--- config.mk ---
export PLATFORM = sky130hd
export DESIGN_NAME = pac_cache
export DESIGN_NICKNAME = d
export VERILOG_FILES = /design/src/rtl/pac_pkg.sv /design/src/rtl/pac_line_store.sv /design/src/rtl/pac_match.sv /design/src/rtl/pac_ctrl.sv /design/src/rtl/pac_cache.sv
export SDC_FILE = /design/constraint.sdc
export NUM_CORES = 2
export LEC_CHECK = 0
export BUFFER_PORTS_ARGS = -buffer_cell sky130_fd_sc_hd__buf_2
export CORE_ASPECT_RATIO = 0.6
export CORE_MARGIN = 5
export CORE_UTILIZATION = 41
export CTS_CLUSTER_SIZE = 16
export DETAILED_ROUTE_END_ITERATION = 8
export PLACE_DENSITY_LB_ADDON = 0.05
export SLEW_MARGIN = 20
export SYNTH_ARGS = -nofsm -noshare
export SYNTH_HDL_FRONTEND = slang
export SYNTH_SLANG_ARGS = --single-unit
--- constraint.sdc ---
create_clock -name clk -period 5.5 [get_ports clk]
set_input_delay 0.55 -clock clk [delete_from_list [all_inputs] [get_ports clk]]
set_output_delay 0.55 -clock clk [all_outputs]
set_load 0.01 [all_outputs]
--- src/rtl/pac_pkg.sv ---
package pac_pkg;

    typedef enum logic [1:0] {
        ST_IDLE      = 2'd0,
        ST_ALT_PROBE = 2'd1,
        ST_FETCH     = 2'd2
    } pac_state_e;

    typedef enum logic [1:0] {
        KIND_FAST   = 2'b00,
        KIND_SLOW   = 2'b01,
        KIND_FILLED = 2'b10
    } pac_kind_e;

endpackage

--- src/rtl/pac_line_store.sv ---
module pac_line_store #(
    parameter int IDX_W = 4,
    parameter int KEY_W = 13,
    parameter int DW    = 32
) (
    input  logic             clk,
    input  logic             rst_n,
    input  logic [IDX_W-1:0] ra_idx,
    output logic             ra_valid,
    output logic [KEY_W-1:0] ra_key,
    output logic [DW-1:0]    ra_data,
    input  logic [IDX_W-1:0] rb_idx,
    output logic             rb_valid,
    output logic [KEY_W-1:0] rb_key,
    output logic [DW-1:0]    rb_data,
    input  logic             wa_en,
    input  logic [IDX_W-1:0] wa_idx,
    input  logic             wa_valid,
    input  logic [KEY_W-1:0] wa_key,
    input  logic [DW-1:0]    wa_data,
    input  logic             wb_en,
    input  logic [IDX_W-1:0] wb_idx,
    input  logic             wb_valid,
    input  logic [KEY_W-1:0] wb_key,
    input  logic [DW-1:0]    wb_data
);
    localparam int DEPTH = 1 << IDX_W;

    logic             v_q [DEPTH];
    logic [KEY_W-1:0] k_q [DEPTH];
    logic [DW-1:0]    d_q [DEPTH];

    // Both write ports may fire on one edge; they always target different slots.
    always_ff @(posedge clk or negedge rst_n) begin
        if (!rst_n) begin
            for (int i = 0; i < DEPTH; i++) begin
                v_q[i] <= 1'b0;
                k_q[i] <= '0;
                d_q[i] <= '0;
            end
        end else begin
            for (int i = 0; i < DEPTH; i++) begin
                if (wa_en && wa_idx == IDX_W'(i)) begin
                    v_q[i] <= wa_valid;
                    k_q[i] <= wa_key;
                    d_q[i] <= wa_data;
                end else if (wb_en && wb_idx == IDX_W'(i)) begin
                    v_q[i] <= wb_valid;
                    k_q[i] <= wb_key;
                    d_q[i] <= wb_data;
                end
            end
        end
    end

    assign ra_valid = v_q[ra_idx];
    assign ra_key   = k_q[ra_idx];
    assign ra_data  = d_q[ra_idx];
    assign rb_valid = v_q[rb_idx];
    assign rb_key   = k_q[rb_idx];
    assign rb_data  = d_q[rb_idx];

endmodule

--- src/rtl/pac_match.sv ---
module pac_match #(
    parameter int KEY_W = 13
) (
    input  logic             slot_valid,
    input  logic [KEY_W-1:0] slot_key,
    input  logic [KEY_W-1:0] probe_key,
    output logic             hit
);
    assign hit = slot_valid && (slot_key == probe_key);
endmodule

--- src/rtl/pac_ctrl.sv ---
module pac_ctrl
    import pac_pkg::*;
(
    input  logic      clk,
    input  logic      rst_n,
    input  logic      req_valid,
    input  logic      hit_home,
    input  logic      hit_alt,
    input  logic      fill_valid,
    output logic      ready,
    output logic      capture,
    output logic      fetch_active,
    output logic      swap_en,
    output logic      install_en,
    output logic      rsp_fire,
    output pac_kind_e rsp_kind
);
    pac_state_e state_q, state_d;

    always_ff @(posedge clk or negedge rst_n) begin
        if (!rst_n) state_q <= ST_IDLE;
        else        state_q <= state_d;
    end

    always_comb begin
        state_d      = state_q;
        ready        = 1'b0;
        capture      = 1'b0;
        fetch_active = 1'b0;
        swap_en      = 1'b0;
        install_en   = 1'b0;
        rsp_fire     = 1'b0;
        rsp_kind     = KIND_FAST;
        unique case (state_q)
            ST_IDLE: begin
                ready = 1'b1;
                if (req_valid) begin
                    capture = 1'b1;
                    if (hit_home) begin
                        rsp_fire = 1'b1;
                        rsp_kind = KIND_FAST;
                    end else begin
                        state_d = ST_ALT_PROBE;
                    end
                end
            end
            ST_ALT_PROBE: begin
                if (hit_alt) begin
                    swap_en  = 1'b1;
                    rsp_fire = 1'b1;
                    rsp_kind = KIND_SLOW;
                    state_d  = ST_IDLE;
                end else begin
                    state_d = ST_FETCH;
                end
            end
            ST_FETCH: begin
                fetch_active = 1'b1;
                if (fill_valid) begin
                    install_en = 1'b1;
                    rsp_fire   = 1'b1;
                    rsp_kind   = KIND_FILLED;
                    state_d    = ST_IDLE;
                end
            end
            default: state_d = ST_IDLE;
        endcase
    end

endmodule

--- src/rtl/pac_cache.sv ---
module pac_cache
    import pac_pkg::*;
#(
    parameter int AW    = 16,
    parameter int DW    = 32,
    parameter int IDX_W = 4
) (
    input  logic          clk,
    input  logic          rst_n,
    input  logic          req_valid,
    output logic          req_ready,
    input  logic [AW-1:0] req_addr,
    output logic          rsp_valid,
    output logic [1:0]    rsp_kind,
    output logic [DW-1:0] rsp_data,
    output logic          mem_req_valid,
    output logic [AW-1:0] mem_req_addr,
    input  logic          mem_rsp_valid,
    input  logic [DW-1:0] mem_rsp_data
);
    localparam int KEY_W = AW - IDX_W + 1;
    localparam logic [IDX_W-1:0] HALF_FLIP = IDX_W'(1) << (IDX_W - 1);

    logic [AW-1:0]    addr_q;
    logic [AW-1:0]    look_addr;
    logic [IDX_W-1:0] home_idx, alt_idx;
    logic [KEY_W-1:0] probe_key;

    logic             ra_valid, rb_valid;
    logic [KEY_W-1:0] ra_key, rb_key;
    logic [DW-1:0]    ra_data, rb_data;
    logic             hit_home, hit_alt;

    logic             ready, capture, fetch_active, swap_en, install_en, rsp_fire;
    pac_kind_e        fire_kind;

    logic             wa_valid;
    logic [KEY_W-1:0] wa_key;
    logic [DW-1:0]    wa_data;

    pac_kind_e        kind_q;
    logic             rsp_valid_q;
    logic [DW-1:0]    rsp_data_q;

    // In IDLE the live request is probed; afterwards the captured one.
    assign look_addr = ready ? req_addr : addr_q;
    assign home_idx  = look_addr[IDX_W-1:0];
    assign alt_idx   = home_idx ^ HALF_FLIP;
    assign probe_key = look_addr[AW-1:IDX_W-1];

    always_ff @(posedge clk or negedge rst_n) begin
        if (!rst_n)       addr_q <= '0;
        else if (capture) addr_q <= req_addr;
    end

    pac_line_store #(.IDX_W(IDX_W), .KEY_W(KEY_W), .DW(DW)) u_store (
        .clk      (clk),
        .rst_n    (rst_n),
        .ra_idx   (home_idx),
        .ra_valid (ra_valid),
        .ra_key   (ra_key),
        .ra_data  (ra_data),
        .rb_idx   (alt_idx),
        .rb_valid (rb_valid),
        .rb_key   (rb_key),
        .rb_data  (rb_data),
        .wa_en    (swap_en | install_en),
        .wa_idx   (home_idx),
        .wa_valid (wa_valid),
        .wa_key   (wa_key),
        .wa_data  (wa_data),
        .wb_en    (swap_en | install_en),
        .wb_idx   (alt_idx),
        .wb_valid (ra_valid),
        .wb_key   (ra_key),
        .wb_data  (ra_data)
    );

    pac_match #(.KEY_W(KEY_W)) u_match_home (
        .slot_valid (ra_valid),
        .slot_key   (ra_key),
        .probe_key  (probe_key),
        .hit        (hit_home)
    );

    pac_match #(.KEY_W(KEY_W)) u_match_alt (
        .slot_valid (rb_valid),
        .slot_key   (rb_key),
        .probe_key  (probe_key),
        .hit        (hit_alt)
    );

    pac_ctrl u_ctrl (
        .clk          (clk),
        .rst_n        (rst_n),
        .req_valid    (req_valid),
        .hit_home     (hit_home),
        .hit_alt      (hit_alt),
        .fill_valid   (mem_rsp_valid),
        .ready        (ready),
        .capture      (capture),
        .fetch_active (fetch_active),
        .swap_en      (swap_en),
        .install_en   (install_en),
        .rsp_fire     (rsp_fire),
        .rsp_kind     (fire_kind)
    );

    // Home slot receives the partner line on a swap, the fetched line on a fill.
    always_comb begin
        if (install_en) begin
            wa_valid = 1'b1;
            wa_key   = probe_key;
            wa_data  = mem_rsp_data;
        end else begin
            wa_valid = rb_valid;
            wa_key   = rb_key;
            wa_data  = rb_data;
        end
    end

    always_ff @(posedge clk or negedge rst_n) begin
        if (!rst_n) begin
            rsp_valid_q <= 1'b0;
            kind_q      <= KIND_FAST;
            rsp_data_q  <= '0;
        end else begin
            rsp_valid_q <= rsp_fire;
            if (rsp_fire) begin
                kind_q <= fire_kind;
                unique case (fire_kind)
                    KIND_FAST:   rsp_data_q <= ra_data;
                    KIND_SLOW:   rsp_data_q <= rb_data;
                    KIND_FILLED: rsp_data_q <= mem_rsp_data;
                    default:     rsp_data_q <= '0;
                endcase
            end
        end
    end

    assign req_ready     = ready;
    assign rsp_valid     = rsp_valid_q;
    assign rsp_kind      = kind_q;
    assign rsp_data      = rsp_data_q;
    assign mem_req_valid = fetch_active;
    assign mem_req_addr  = addr_q;

endmodule

==> flow_summary_export.csv <==
group,metric,value,unit
setup_path,cp_slowest_cell,"nor4_1",
grt,overflow,0,
detailed_routing,dr.pass1.iters,5,
synth,synth_compound_area_frac,0.0671,
setup_path,r2r_slack,0.1,ns
place,placed_cells,4522,
synth,synthXorXnorAreaFrac,0.00326,
die,start_util,0.411,
setup_path,crit_path_frequent_cell,"buf_4",
sta,worstMarginPinSlew,1.10,ns
sta,fmax,0.185,GHz
sta,setup_violations,0,
place,io_buffers,104,
synth,synthDistinctLibCells,83,
die,fp.coreArea,0.105,mm²
worst_hold_path,hold_start,"req_addr[14]",
synth,netlist_instances,3069,
run_status,status,"complete, no violations",
cts,htree_levels,3,
detailed_routing,wl,135000,µm
detailed_routing,wl_per_cell,29.0,µm
synth,yosysMostFrequentCell,"dfrtp_1",
detailed_routing,viasPerCell,5.87,
synth,synth_top_family_by_area,"multiplexers",
synth,synth_area,0.0431,mm²
cts,cts_tree,"built",
grt,grt_pass1_wl,201000,µm
synth,synth-edff-count,0,
setup_path,path_class,"reg -> reg",
cts,clockBufferDepth,3,
synth,synth_largest_area_cell,"dfrtp_1",
synth,synthAdderAreaFrac,0.00116,
cts,path_clk_slew,0.06,ns
synth,synth.avg_cell_area,14.0,µm²
die,num_io_pins,105,
layout,final_nets,3252,
grt,grt_use_total,0.239,
layout,drive_gt1_frac,0.419,
sta,finalMaxSlewViolations,0,
synth,yosys-mux-area-fraction,0.355,
grt,grt_start_max_net_pins,145,
sta,fin_skew,0.0313,ns
detailed_routing,drc,0,
synth,synth_nets,3125,
sta,relSlewSlack,0.267,
synth,synthTopCellsByCount,"789 x dfrtp_1, 640 x mux2_4, 261 x nand2_1, 134 x mux2_2, 130 x mux4_2",
setup_path,end_kind,"flip-flop",
setup_path,crit_path_start,"u_ctrl.state_q[0]$_DFFE_PN0P_",
place,dp_hpwl,86400,µm
grt,antenna_found_initial,5,
die,rows,92,
cts,cts.sinks,789,
setup_path,path_max_fanout,35,
die,dieWidth,428,µm
cts,cts.repair.resized,0,
setup_path,reg2regPathDepth,17,
die,dieArea,0.112,mm²
sta,min_period,5.40,ns
layout,final_util,0.458,
setup_path,worst-path-buf-inv,6,
layout,syn2layout_area_growth,11.3,%
layout,fillCellCount,9199,
synth,ys_warn_count,0,
synth,synth_area_leaders,"dfrtp_1 46%, mux2_4 22%, mux4_2 6.8%, mux2_2 3.5%, buf_12 3.3%",
worst_hold_path,min_path_type,"in -> reg",
synth,async_reset_ff_frac,1.00,
die,die_h,261,µm
synth,synth-seq-cells,789,
detailed_routing,drt_iter0_drc,2416,
setup_path,r2r_start,"u_ctrl.state_q[0]$_DFFE_PN0P_",
detailed_routing,via_count,27400,
synth,synth_ff_type,"dfrtp_1",
sta,hold_viol,0,
setup_path,r2r-end,"u_store.d_q[120]$_DFFE_PN0P_",
setup_path,crit_family,"buffers and inverters",
synth,yosysSeqAreaShare,0.459,
worst_hold_path,whs_endpoint,"mem_req_addr[14]$_DFFE_PN0P_",
synth,yosysTopAreaCellShare,0.459,
power,ir_drop,0.000319,V
grt,grt_pass1_vias,28500,
setup_path,cp-start-kind,"flip-flop",
sta,final.period_utilization,0.982,
sta,tns,0,ns
power,power_density,573,mW/mm²
layout,instances_no_fill,4670,
cts,cts-root-buf,"clkbuf_16",
run,cap_violations,0,
setup_path,required,6.05,ns
cts,clk_latency,0.68,ns
detailed_routing,final_antenna_net_count,0,
worst_hold_path,hold_depth,2,
setup_path,arrival,5.95,ns
sta,rsz0062_at_grt,"false",
power,leakage,22.5,nW
synth,synthSimpleGateAreaFrac,0.0614,
setup_path,critical_path.max_stage_delay,0.57,ns
cts,cts_made_buffers,81,
place,place_congestion,0.887,
setup_path,path_cells,"inv_1 > ha_4 > buf_4 > nand3b_1 > buf_4 > nor2_1 > a211oi_1 > a221oi_1 > buf_4 > nor4_1 > nand4b_1 > a221oi_4 > a21oi_4 > nor3_4 > buf_4 > buf_12 > mux2_4",
==> metal layers <==
layer  part of all wire  track usage  vias to the layer above
met2               0.42        0.346                      883
met4              0.019       0.0469                        2
met3              0.061       0.0489                      172
met1               0.50        0.371                    14700
li1                   -            -                    11600
met5           0.000081            0                        -
==> kinds of logic after synthesis <==
| logic type | after synthesis |
|---|---|
| compound gates | 425 |
| xor+xnor | 16 |
| fa+ha+maj | 4 |
| buf+inv | 253 |
| flops | 789 |
| mux | 1029 |
| simple gates | 553 |
==> final cells by class <==
type                            instances  area (µm²)  area share
Multi-Input combinational cell       2027       21100       0.441
Tap cell                             1410        1760      0.0368
Sequential cell                       789       19700       0.412
Antenna cell                            2        5.00    0.000104
Clock inverter                         27         339     0.00707
Clock buffer                          118        2340      0.0488
Inverter                               13        48.8     0.00102
Timing Repair Buffer                  284        2560      0.0535
==> through the flow <==
| step | area (µm²) | hold slack, ns | setup slack (ns) | power (mW) |
|---|---|---|---|---|
| floorplan | 43100 | 0.254 | 1.46 | 17.1 |
| global placement | 45200 | 0.484 | 0.410 | 21.4 |
| detailed placement | 45200 | 0.489 | 0.368 | 21.6 |
| CTS | 47900 | 0.0646 | 0.353 | 27.4 |
| global route | 47900 | 0.0926 | 0.0243 | 28.8 |
| finish | 47900 | 0.117 | 0.0995 | 27.5 |
==> worst max path at each step <==
stage / endpoint / depth (start not counted)
5_1_grt: u_store.d_q[120]$_DFFE_PN0P_ / 17
6_report: u_store.d_q[120]$_DFFE_PN0P_ / 17
3_3_place_gp: u_store.d_q[119]$_DFFE_PN0P_ / 17
4_1_cts: u_store.d_q[109]$_DFFE_PN0P_ / 17
2_1_floorplan: u_store.d_q[109]$_DFFE_PN0P_ / 16
3_5_place_dp: u_store.d_q[120]$_DFFE_PN0P_ / 17
==> power breakdown <==
| group | total, mW | switching, mW | internal [mW] |
|---|---|---|---|
| combinational | 12.9 | 7.23 | 5.71 |
| sequential | 8.81 | 1.33 | 7.48 |
| clock | 5.73 | 2.45 | 3.28 |
==> timing repair <==
action | 4_1_cts | 5_1_grt
setup buffers | 0 | 0
endpoints found under the hold margin | 45 | 0
hold buffers | 1 | 0
==> state kept, by name (all words and copies together), names as in the netlist <==
signal,count
u_store.k_q,208
u_ctrl.state_q,2
rsp_kind,2
mem_req_addr,16
rsp_data,32
u_store.d_q,512
u_store.v_q,16
rsp_valid,1
==> cell usage in the layout (no fill, tap or decap), types with 8 or more instances in the layout <==
cell type / instances
nand3_1: 35
buf_4: 124
clkbuf_8: 15
a211oi_1: 44
mux2i_1: 123
or2_2: 8
mux2_4: 641
nor3_4: 8
o21a_1: 19
buf_12: 54
a2bb2oi_1: 8
o22ai_1: 72
dfrtp_1: 787
inv_1: 12
xnor2_1: 11
o21ai_0: 65
mux2_2: 132
nand2b_1: 11
clkbuf_16: 82
buf_2: 103
nor4_1: 33
a21oi_1: 101
nor3_1: 19
clkbuf_1: 21
mux4_2: 130
nand3b_1: 10
nand2_1: 258
clkinv_2: 13
o22a_1: 9
nor2_1: 108
or3_1: 8
o221ai_1: 33
==> worst register-to-register path, stage by stage, from the launching register on <==
cell	delay [ns]
dfrtp_1	0.41
inv_1	0.16
ha_4	0.44
buf_4	0.29
nand3b_1	0.18
buf_4	0.28
nor2_1	0.08
a211oi_1	0.42
a221oi_1	0.20
buf_4	0.21
nor4_1	0.58
nand4b_1	0.29
a221oi_4	0.42
a21oi_4	0.22
nor3_4	0.28
buf_4	0.30
buf_12	0.21
mux2_4	0.32
Note: power is estimated with default switching activity, not from simulation.
